**config.mk**
```make
export PLATFORM = sky130hd
export DESIGN_NAME = pwr_recovery_seq
export DESIGN_NICKNAME = d
export VERILOG_FILES = /design/src/rtl/pwr_seq_pkg.sv /design/src/rtl/pwr_seq_ctrl.sv /design/src/rtl/pwr_seq_dpath.sv /design/src/rtl/pwr_recovery_seq.sv
export SDC_FILE = /design/constraint.sdc
export NUM_CORES = 1
export LEC_CHECK = 0
export BUFFER_PORTS_ARGS = -buffer_cell sky130_fd_sc_hd__buf_2
export CELL_PAD_IN_SITES_DETAIL_PLACEMENT = 1
export CELL_PAD_IN_SITES_GLOBAL_PLACEMENT = 1
export CORE_MARGIN = 5
export CORE_UTILIZATION = 43
export CTS_BUF_LIST = sky130_fd_sc_hd__clkbuf_4
export DETAILED_ROUTE_END_ITERATION = 10
export PLACE_DENSITY = 0.76
export SLEW_MARGIN = 20
export SYNTH_ARGS = -nofsm -noshare
export SYNTH_HDL_FRONTEND = slang
export SYNTH_SLANG_ARGS = --single-unit
```
**constraint.sdc**
```tcl
create_clock -name clk -period 2 [get_ports clk]
set_input_delay 0.2 -clock clk [delete_from_list [all_inputs] [get_ports clk]]
set_output_delay 0.2 -clock clk [all_outputs]
set_load 0.01 [all_outputs]
```
**src/rtl/pwr_seq_pkg.sv**
```systemverilog
package pwr_seq_pkg;

  typedef enum logic [3:0] {
    stIdle,
    stClkOn,
    stPhyOn,
    stIsoOff,
    stSettle,
    stMmuClr,
    stTxOn,
    stRxOn,
    stReady
  } seqState_t;

  typedef struct packed {
    logic clearAll;
    logic setClk;
    logic clrPdn;
    logic clrIso;
    logic countEn;
    logic pulseMmu;
    logic setTx;
    logic setRx;
    logic setReady;
  } seqStrobes_t;

endpackage

```
**src/rtl/pwr_seq_ctrl.sv**
```systemverilog
module pwr_seq_ctrl
  import pwr_seq_pkg::*;
(
  input  logic        clk,
  input  logic        rstN,
  input  logic        wakeReq,
  input  logic        sleepReq,
  input  logic        waitDone,
  output seqStrobes_t strobes
);

  seqState_t state, stateNext;

  always_ff @(posedge clk) begin
    if (!rstN) state <= stIdle;
    else       state <= stateNext;
  end

  always_comb begin
    stateNext = state;
    if (sleepReq) begin
      stateNext = stIdle;
    end else begin
      unique case (state)
        stIdle:   if (wakeReq) stateNext = stClkOn;
        stClkOn:  stateNext = stPhyOn;
        stPhyOn:  stateNext = stIsoOff;
        stIsoOff: stateNext = stSettle;
        stSettle: if (waitDone) stateNext = stMmuClr;
        stMmuClr: stateNext = stTxOn;
        stTxOn:   stateNext = stRxOn;
        stRxOn:   stateNext = stReady;
        stReady:  stateNext = stReady;
        default:  stateNext = stIdle;
      endcase
    end
  end

  // One strobe per step; a sleep request masks all of them but clearAll.
  always_comb begin
    strobes = '0;
    if (sleepReq) begin
      strobes.clearAll = 1'b1;
    end else begin
      strobes.setClk   = (state == stClkOn);
      strobes.clrPdn   = (state == stPhyOn);
      strobes.clrIso   = (state == stIsoOff);
      strobes.countEn  = (state == stSettle);
      strobes.pulseMmu = (state == stMmuClr);
      strobes.setTx    = (state == stTxOn);
      strobes.setRx    = (state == stRxOn);
      strobes.setReady = (state == stReady);
    end
  end

  // a request arriving mid-sequence does not pull the machine back to the first step
  p_wake_ignored_r9: assert property (@(posedge clk) disable iff (!rstN)
    (state != stIdle && !sleepReq) |=> (state != stClkOn));

  // sleep always lands in idle
  p_sleep_idle_r8: assert property (@(posedge clk) disable iff (!rstN)
    sleepReq |=> (state == stIdle));

endmodule

```
**src/rtl/pwr_seq_dpath.sv**
```systemverilog
module pwr_seq_dpath
  import pwr_seq_pkg::*;
#(
  parameter int unsigned SettleCycles = 62_500_000
) (
  input  logic        clk,
  input  logic        rstN,
  input  seqStrobes_t strobes,
  output logic        waitDone,
  output logic        clkEn,
  output logic        phyPdn,
  output logic        phyIso,
  output logic        mmuRst,
  output logic        txEn,
  output logic        rxEn,
  output logic        ready
);

  localparam int unsigned CntW = (SettleCycles > 1) ? $clog2(SettleCycles) : 1;
  localparam logic [CntW-1:0] CntLast = CntW'(SettleCycles - 1);

  logic [CntW-1:0] settleCnt;

  assign waitDone = strobes.countEn && (settleCnt == CntLast);

  always_ff @(posedge clk) begin
    if (!rstN || strobes.clrIso) settleCnt <= '0;
    else if (strobes.countEn && !waitDone) settleCnt <= settleCnt + 1'b1;
  end

  always_ff @(posedge clk) begin
    if (!rstN || strobes.clearAll) begin
      clkEn  <= 1'b0;
      phyPdn <= 1'b1;
      phyIso <= 1'b1;
      mmuRst <= 1'b0;
      txEn   <= 1'b0;
      rxEn   <= 1'b0;
      ready  <= 1'b0;
    end else begin
      if (strobes.setClk)   clkEn  <= 1'b1;
      if (strobes.clrPdn)   phyPdn <= 1'b0;
      if (strobes.clrIso)   phyIso <= 1'b0;
      mmuRst <= strobes.pulseMmu;
      if (strobes.setTx)    txEn   <= 1'b1;
      if (strobes.setRx)    rxEn   <= 1'b1;
      if (strobes.setReady) ready  <= 1'b1;
    end
  end

  // power-down clears only with clocks on; isolation clears only after power-down
  p_pdn_after_clk_r3: assert property (@(posedge clk) disable iff (!rstN)
    $fell(phyPdn) |-> clkEn);
  p_iso_after_pdn_r3: assert property (@(posedge clk) disable iff (!rstN)
    $fell(phyIso) |-> !phyPdn);

  // buffer-manager reset only once the PHY has left isolation
  p_mmu_after_iso_r4: assert property (@(posedge clk) disable iff (!rstN)
    mmuRst |-> (!phyIso && !txEn));

  // single-cycle pulse
  p_mmu_pulse_r5: assert property (@(posedge clk) disable iff (!rstN)
    mmuRst |=> !mmuRst);

  // transmitter follows the pulse, receiver follows the transmitter
  p_tx_after_mmu_r6: assert property (@(posedge clk) disable iff (!rstN)
    $rose(txEn) |-> $past(mmuRst));
  p_rx_after_tx_r6: assert property (@(posedge clk) disable iff (!rstN)
    $rose(rxEn) |-> $past(txEn));

  // ready implies both directions enabled
  p_ready_full_r7: assert property (@(posedge clk) disable iff (!rstN)
    ready |-> (txEn && rxEn));

endmodule

```
**src/rtl/pwr_recovery_seq.sv**
```systemverilog
module pwr_recovery_seq
  import pwr_seq_pkg::*;
#(
  parameter int unsigned SettleCycles = 62_500_000
) (
  input  logic clk,
  input  logic rstN,
  input  logic wakeReq,
  input  logic sleepReq,
  output logic clkEn,
  output logic phyPdn,
  output logic phyIso,
  output logic mmuRst,
  output logic txEn,
  output logic rxEn,
  output logic ready
);

  seqStrobes_t strobes;
  logic        waitDone;

  pwr_seq_ctrl uCtrl (
    .clk      (clk),
    .rstN     (rstN),
    .wakeReq  (wakeReq),
    .sleepReq (sleepReq),
    .waitDone (waitDone),
    .strobes  (strobes)
  );

  pwr_seq_dpath #(.SettleCycles(SettleCycles)) uDpath (
    .clk      (clk),
    .rstN     (rstN),
    .strobes  (strobes),
    .waitDone (waitDone),
    .clkEn    (clkEn),
    .phyPdn   (phyPdn),
    .phyIso   (phyIso),
    .mmuRst   (mmuRst),
    .txEn     (txEn),
    .rxEn     (rxEn),
    .ready    (ready)
  );

  // a sleep request returns every output to its low-power value
  p_sleep_drops_r8: assert property (@(posedge clk) disable iff (!rstN)
    sleepReq |=> (!clkEn && phyPdn && phyIso && !mmuRst && !txEn && !rxEn && !ready));

endmodule

```
==> results by group <==
Synth
  • Synth Register Bits: 37
  • Yosys warnings: 0
  • Post-synth top area share: a little over two fifths
  • Ranking of synthesized cells by area: dfxtp_1 (43%), nor2_1 (6.3%), xor2_1 (6.0%)
  • Register area share after synthesis: between 40% and 50%
  • Gate Count Post-Synth: between 200 and 250
  • Syn_area_per_cell: between 8 and 9 sq um
  • Mapped cell area: around 1700 sq um
  • Area leader, netlist: dfxtp_1
  • Synth cell types: 40
  • Syn Nets: 208

Pwr
  • Switching fraction of total power: ~23%
  • Clock share of power: between 30% and 40%
  • Sequential share of power: 63.5%
  • Total power: about 1.2 mW
  • NetSw: 271 uW
  • Combinational power share: 3.6%
  • LEAKAGE: 0.866 nW
  • Pint: roughly 890 uW
  • Peak supply drop: roughly 0.00036 V
  • Power Dens Cells: 518 nW/um^2

STA
  • Final setup viols: 3
  • Peak Freq: a little under 500 MHz
  • Final slew viol count: 0
  • Slew @ Worst Pin: between 0.4 and 0.5 ns
  • Min Hold Slack: ~0.2 ns
  • Final worst setup slack: -0.0286 ns
  • RSZ-0062 raised after global routing: yes
  • Fin. Hold Viols: 0
  • Setup_tns: -0.0636 ns
  • Period utilization: 101%
  • Slew HR: around 70%
  • Clk_skew: 0.0134 ns
  • Tmin final: slightly above 2 ns

Status
  • Status: finished with violations
  • Failing checks: negative setup slack

Final layout
  • Antenna fix cells: 0
  • Area Growth Syn to Fin: 29.3%
  • Net count, final: between 200 and 300
  • Finished Cell Area: around 2200 sq um
  • Post-layout util: a little under three fifths
  • Share of cells above drive strength 1: a little under a third
  • Post-Layout Cell Count: approximately 300
  • Commonest non-fill, non-tap cell in the layout: buf_4
  • Commonest non-fill, non-tap cells in the layout: buf_4 (36), dfxtp_1 (35), nor2_1 (29), nand3_1 (14)
  • Filler cell count: 460

Global route
  • Vias in the first global route: around 1700
  • GRT Total Usage: roughly a fifth
  • Total gr overflow: 0
  • Pin count of the biggest net entering global routing: 16
  • Initial antenna violation count: 0
  • First-pass GRT wire length: between 8 and 9 mm

Clock network
  • Clock slew at reported path FFs: 0.11 ns
  • Total clock sinks: 37
  • Max Root-Sink Buffers: 2
  • CTS Root Cell: clkbuf_4
  • CTS H-tree lvls: 2
  • CTS Buf Count: 5
  • Clock Latency Late Sink: 0.35 ns
  • Hold buffer count at cts: 0
  • CTS tree: yes

Placement
  • Port buffer count: 10
  • Placed cells: 288
  • Pre-CTS setup slack: -0.161 ns
  • Post-DP HPWL: around 3.7 mm
  • RePlAce Congestion: 0.853
  • Dpl cell area: between 2000 and 2500 sq um

Worst setup path
  • CP required: between 2 and 2.5 ns
  • WP buf/inv: 0
  • CP max FO: 5
  • Delay-heaviest family, CP: simple AND/OR/NAND/NOR gates
  • Startpoint types: register
  • Slowest cell on crit path: or4b_4
  • Critical Path Sink Type: register
  • Worst-path cell chain: or4b_4, or4_4, or3_1, a21oi_1
  • CP max stage delay: ~0.58 ns
  • CP Data Arrival Time: approximately 2.3 ns
  • Kind of critical path: reg2reg

Hold path
  • Worst Hold Class: in2reg

Run
  • Max-cap viol count: 0

Route
  • Antenna Nets Post-Route: 0
  • DR DRC count: 0
  • Pre-antenna DRT Iters: 4
  • WL final: 5.07 mm
  • Vias per cell: roughly 5.6
  • WL/cell: between 15 and 20 microns
  • DRT iter0 DRCs: 62
  • Routed via count: roughly 1700

Floorplanning
  • Row cnt: 23
  • Die Wd: between 70 and 80 microns
  • Io pins: 11
  • Core Box Area: between 3000 and 4000 sq um
  • Die height: 73.6 microns
  • Initial core utilization: 43.8%
  • Die Footprint: 5410 sq um
==> cell usage after synthesis (all sizes together) <==
master	instances
a2111oi	1
a211oi	1
a21oi	8
a31oi	3
and2	2
and3	3
and4b	1
buf	2
clkbuf	6
dfxtp	37
ha	1
inv	4
nand2	12
nand2b	2
nand3	14
nand4	12
nor2	30
nor2b	1
nor3	3
nor4	8
nor4b	3
o211ai	1
o21a	1
o21ai	7
o311ai	1
o31a	2
o31ai	4
or2	3
or3	5
or4	6
or4b	2
xnor2	5
xor2	12
==> sequential cells by signal, summed over array words and instances, names as in the netlist <==
| signal | cells |
|---|---|
| uCtrl.state | 4 |
| uDpath.clkEn | 1 |
| uDpath.mmuRst | 1 |
| uDpath.phyIso | 1 |
| uDpath.phyPdn | 1 |
| uDpath.ready | 1 |
| uDpath.rxEn | 1 |
| uDpath.settleCnt | 26 |
| uDpath.txEn | 1 |
==> cell families (layout without fill, tap and decap cells) <==
kind of cell,count (synthesis),count (layout),share of synthesized area [%]
compound gates,29,29,10.4
fa+ha+maj,1,1,0.720
flops,37,37,42.6
simple gates,107,107,34.6
buf+inv,12,58,3.10
xor+xnor,17,17,8.57
==> cell type report <==
type,instances,area (sq um),area share [%]
Multi-Input combinational cell,154,1050,46.8
Sequential cell,37,743,33.1
Timing Repair Buffer,47,325,14.5
Tap cell,50,62.6,2.78
Clock buffer,6,45.0,2.00
Inverter,4,15.0,0.668
Clock inverter,1,3.75,0.167
==> timing repair <==
action,CTS,global route
buffers inserted,0,3
cloned,0,1
pin swaps,3,8
resized for setup,8,16
setup endpoints to repair,6,10
==> worst register-to-register path, cell delays in order, from the launching register on <==
cell	delay (ns)
dfxtp_1	0.33
or4b_4	0.58
or4_4	0.57
or3_1	0.34
a21oi_1	0.14
==> per-layer routing <==
layer | track usage (%) | vias up | share of wire (%)
li1 | - | 831 | -
met1 | 23.9 | 810 | 43
met2 | 34.1 | 29 | 51
met3 | 5.34 | 14 | 3.3
met4 | 7.04 | 0 | 2.4
met5 | 0 | - | 0
==> power by group through the flow <==
stage | registers [mW] | clock network [mW] | logic (mW)
after global placement | 0.756 | 0 | 0.0358
after floorplan | 0.758 | 0 | 0.0213
after CTS | 0.740 | 0.399 | 0.0396
after global routing | 0.740 | 0.422 | 0.0469
after detailed placement | 0.757 | 0 | 0.0381
final | 0.740 | 0.382 | 0.0423
==> worst paths after layout <==
kind                  start                   end  slack, ns  depth (start not counted)
max reg2reg  uCtrl.state[3]  uDpath.settleCnt[12]      -0.03                          4
max          uCtrl.state[3]  uDpath.settleCnt[12]      -0.03                          4
min                    rstN         uDpath.phyIso       0.20                          3
min reg2reg    uDpath.ready          uDpath.ready       0.48                          2
Power figures use the tool's default switching activity.
